$ cat src/rtl/sw_limited_lfsr_pkg.sv
`timescale 1ns/1ps
package sw_limited_lfsr_pkg;
    localparam int unsigned SLL_DEF_WIDTH = 16;
    localparam int unsigned SLL_DEF_LIMIT = 7;

    typedef enum logic {
        PICK_TRUE   = 1'b0,
        PICK_INVERT = 1'b1
    } sll_pick_e;
endpackage

$ cat src/rtl/sll_step.sv
`timescale 1ns/1ps
module sll_step #(
    parameter int unsigned N = 16,
    parameter logic [N-1:0] TAP_MASK = 16'hB400
) (
    input  logic [N-1:0] cur,
    output logic [N-1:0] nxt
);
    logic fb;

    assign fb  = ^(cur & TAP_MASK);
    assign nxt = {cur[N-2:0], fb};
endmodule

$ cat src/rtl/sll_limiter.sv
`timescale 1ns/1ps
module sll_limiter
    import sw_limited_lfsr_pkg::*;
#(
    parameter int unsigned N     = 16,
    parameter int unsigned LIMIT = 7
) (
    input  logic [N-1:0] cand,
    input  logic [N-1:0] prev,
    output logic [N-1:0] word
);
    localparam int unsigned CW = $clog2(N + 1);

    logic [N-1:0]  diff;
    logic [CW-1:0] cnt;
    sll_pick_e     pick;

    assign diff = cand ^ prev;

    always_comb begin
        cnt = '0;
        for (int i = 0; i < int'(N); i++) begin
            cnt = cnt + CW'(diff[i]);
        end
    end

    assign pick = (32'(cnt) > LIMIT) ? PICK_INVERT : PICK_TRUE;

    always_comb begin
        unique case (pick)
            PICK_TRUE:   word = cand;
            PICK_INVERT: word = ~cand;
            default:     word = cand;
        endcase
    end
endmodule

$ cat src/rtl/sll_dual_edge_reg.sv
`timescale 1ns/1ps
module sll_dual_edge_reg #(
    parameter int unsigned W = 16,
    parameter logic [W-1:0] INIT = '0
) (
    input  logic         clk,
    input  logic         reset_n,
    input  logic [W-1:0] d,
    output logic [W-1:0] q
);
    logic [W-1:0] half_p;
    logic [W-1:0] half_n;

    always_ff @(posedge clk or negedge reset_n) begin
        if (!reset_n) begin
            half_p <= INIT;
        end else begin
            half_p <= d ^ half_n;
        end
    end

    always_ff @(negedge clk or negedge reset_n) begin
        if (!reset_n) begin
            half_n <= '0;
        end else begin
            half_n <= d ^ half_p;
        end
    end

    assign q = half_p ^ half_n;
endmodule

$ cat src/rtl/sw_limited_lfsr.sv
`timescale 1ns/1ps
module sw_limited_lfsr
    import sw_limited_lfsr_pkg::*;
#(
    parameter int unsigned N        = SLL_DEF_WIDTH,
    parameter logic [N-1:0] TAP_MASK = 16'hB400,
    parameter logic [N-1:0] SEED     = 16'h0001,
    parameter int unsigned LIMIT    = SLL_DEF_LIMIT
) (
    input  logic         clk,
    input  logic         reset_n,
    output logic [N-1:0] word_out
);
    logic [N-1:0] state_q;
    logic [N-1:0] state_d;
    logic [N-1:0] out_d;

    sll_step #(.N(N), .TAP_MASK(TAP_MASK)) u_step (
        .cur (state_q),
        .nxt (state_d)
    );

    sll_limiter #(.N(N), .LIMIT(LIMIT)) u_lim (
        .cand (state_d),
        .prev (word_out),
        .word (out_d)
    );

    sll_dual_edge_reg #(.W(N), .INIT(SEED)) u_state_reg (
        .clk     (clk),
        .reset_n (reset_n),
        .d       (state_d),
        .q       (state_q)
    );

    sll_dual_edge_reg #(.W(N), .INIT(SEED)) u_out_reg (
        .clk     (clk),
        .reset_n (reset_n),
        .d       (out_d),
        .q       (word_out)
    );
endmodule

$ cat config.mk
export PLATFORM = sky130hd
export DESIGN_NAME = sw_limited_lfsr
export DESIGN_NICKNAME = d
export VERILOG_FILES = /design/src/rtl/sw_limited_lfsr_pkg.sv /design/src/rtl/sll_step.sv /design/src/rtl/sll_limiter.sv /design/src/rtl/sll_dual_edge_reg.sv /design/src/rtl/sw_limited_lfsr.sv
export SDC_FILE = /design/constraint.sdc
export NUM_CORES = 1
export LEC_CHECK = 0
export ABC_AREA = 1
export BUFFER_PORTS_ARGS = -buffer_cell sky130_fd_sc_hd__buf_2
export CORE_MARGIN = 10
export CORE_UTILIZATION = 55
export CTS_CLUSTER_SIZE = 28
export DETAILED_ROUTE_END_ITERATION = 7
export PLACE_DENSITY = 0.72
export SLEW_MARGIN = 10
export SYNTH_ARGS = -nofsm -noshare
export SYNTH_HDL_FRONTEND = slang
export SYNTH_SLANG_ARGS = --single-unit
$ cat constraint.sdc
create_clock -name clk -period 7.3 [get_ports clk]
set_input_delay 0.73 -clock clk [delete_from_list [all_inputs] [get_ports clk]]
set_output_delay 0.73 -clock clk [all_outputs]
set_load 0.005 [all_outputs]
==> run metrics <==
status complete, but fails checks; failing checks setup timing; area grow syn2layout 37.27%; maximum vdd drop 0.1409 mV; hold_ws 0.4170 ns; switching fraction of total power 22.18%; Mapped Area 3958 µm²; Worst-Margin Slew 0.6755 ns; drt wl/cell 15.76 µm; Design Area, Final 5433 µm²; Setup violations, final 32; die area 10990 µm²; DR vias/cell 5.429; min-delay worst type primary input to async pin; pwr/cell area 123.0 nW/µm²; Initial Util 57.30%; Post-DP Area 4745 µm²; Net Switching 0.1482 mW; CTS buffer count 9; DIE WIDTH 104.8 µm; critical path launch point type flip-flop; TritonCTS clock tree built; routed wl met2 5451 µm; RSZ-0062 raised after global routing true; Worst EP arrival 8.95 ns; reg-to-reg slack, setup -1.42 ns; CTS Hold Bufs 0; antenna-violating nets left 0; setup ws final -1.418 ns; Die H 104.8 µm; Clock Power Share 45.6%; final clock skew 0.02025 ns; leakage power 3.148 nW; GR Util All Layers 18.67%; routability cong. 0.8328; Post-layout nets 604; Data required, critical path 7.53 ns; register bit total from synthesis 64; clk sinks 64; grt ovf 0; first-pass GRT wire length 17220 µm; drt pass-1 iters 5; crit path max fanout 6; final cell count without fillers 688; Core Footprint 6907 µm²; via count 3735; DRT iter0 DRCs 237; DRC 0; Max Slew Vio Count 0; final hold viol count 0; # fillers 441; row cnt 30; Ports 18; syn nets 485; Slowest Stage Delay on Critical Path 0.51 ns; Ant. Diodes 0; Top Metal Used met4; clk slew on worst S/H paths 0.08 ns; post-synth cell types 21; DPL Wire Length 6746 µm; sequential fraction of the synthesis area 40.53%; P_int 0.5200 mW; mean post-synth cell area 8.438 µm²; htree depth 3; critical path class flip-flop to flip-flop; Fin Setup TNS -43.86 ns; Clock Path Buffers 2; combinational fraction of design power 1.2%; DR WL met3 611 µm; ratio of cells with drive above 1 in the final layout 35.47%; Crit. End Element flip-flop; drt total wl 10850 µm; worst rel slew slack 54.97%; Cells after Synth 469; max-cap viol count 0; Yosys warnings 0; vias in the first global route 3731; root buffer cell clkbuf_8; input/output buffers 17; Slowest cell on crit path fa_1; clock insertion delay at the later pin of the skew report 0.35 ns; met1 WL 4418 µm; largest net degree at the start of global routing 30; initial antenna violation count 0; most used cell, CP buf_4; dpl cells 648; Reg power frac 53.2%
## Yosys cell counts (all sizes together)
cell type  number  area [µm²]
fa              8       160.2
xor2           53       464.2
dfrtn          32       800.8
inv            64       240.2
nand4          32       200.2
ha              6       75.07
nand3b         28       210.2
nand2         151       611.8
dfstp           2       52.55
nand3          40       222.7
a21oi           1       5.000
or2             1       6.260
xnor2           9       78.83
dfrtp          30       750.7
buf            12       78.82
## registers in the layout (all words and copies together) (netlist names)
register / count
u_out_reg.half_n: 16
u_state_reg.half_n: 16
u_out_reg.half_p: 16
u_state_reg.half_p: 16
## power groups by stage
stage               combinational, mW  clock, mW  sequential [mW]
finish                        0.00809      0.305            0.355
detailed placement            0.00859          0            0.362
floorplan                  0.00000137          0            0.362
global route                  0.00964      0.329            0.355
global placement              0.00828          0            0.362
CTS                           0.00862      0.304            0.356
## area by class of cell
class | instances | area [µm²] | area share [%]
Tap cell | 96 | 120.1 | 2.211
Sequential cell | 64 | 1604 | 29.53
Multi-Input combinational cell | 329 | 2308 | 42.49
Clock inverter | 4 | 45.04 | 0.8291
Inverter | 64 | 242.7 | 4.468
Timing Repair Buffer | 120 | 970.9 | 17.87
Clock buffer | 11 | 141.4 | 2.602
## stage by stage
stage,util [%],power [mW],setup WS (ns)
floorplan,-,0.3621,-0.9859
global placement,68.70,0.3703,-1.148
detailed placement,68.70,0.3706,-1.318
CTS,74.89,0.6678,-1.191
global route,78.66,0.6937,-1.574
finish,78.66,0.6682,-1.418
## cell families (layout without fill, tap and decap cells)
| logic type | count (synthesis) | in the layout | share of synthesized area (%) |
|---|---|---|---|
| xor gates and xnor gates | 62 | 62 | 13.72 |
| and+or+nand+nor | 252 | 252 | 31.62 |
| AOI/OAI and AO/OA | 1 | 1 | 0.1263 |
| buffers and inverters | 76 | 199 | 8.062 |
| DFF | 64 | 64 | 40.53 |
| adders and majority gates | 14 | 14 | 5.944 |
## placed cells by master (no fill, tap or decap), drive strengths merged
master / n
a21oi: 1
buf: 118
bufinv: 1
clkbuf: 13
clkinv: 3
dfrtn: 32
dfrtp: 30
dfstp: 2
fa: 8
ha: 6
inv: 64
nand2: 151
nand3: 40
nand3b: 28
nand4: 32
or2: 1
xnor2: 9
xor2: 53
## metal layers
| metal | track usage (%) | up-vias |
|---|---|---|
| met3 | 3.256 | 39 |
| met4 | 8.039 | 0 |
| met5 | 0 | - |
| li1 | - | 1729 |
| met2 | 31.14 | 150 |
| met1 | 23.17 | 1817 |
## timing repair
item	in CTS	in global routing
gates resized for setup	25	41
gates cloned	1	2
endpoints found under the setup margin	32	32
setup buffers	17	5
pin swaps	7	12
## worst max-delay path: cells and delay by family (launching register included)
kind,cells,cell delay (ns)
XOR/XNOR,1,0.20
adder cells (fa/ha/maj),4,1.65
buffers and inverters,14,1.66
flip-flops,1,0.47
AND/OR/NAND/NOR,11,0.96
## path summary, 6_finish.rpt
| check | startpoint | end | depth (start not counted) |
|---|---|---|---|
| hold reg to reg | u_state_reg.half_n[2] | u_state_reg.half_n[3] | 3 |
| min in group clk | u_state_reg.half_n[2] | u_state_reg.half_n[3] | 3 |
| max in group asynchronous | reset_n | u_state_reg.half_n[1] | 2 |
| setup / recovery | u_state_reg.half_n[13] | u_out_reg.half_p[9] | 30 |
| hold / removal | reset_n | u_out_reg.half_p[5] | 1 |
| setup reg to reg | u_state_reg.half_n[13] | u_out_reg.half_p[9] | 30 |
No activity file was read; power rests on OpenSTA's default activity.
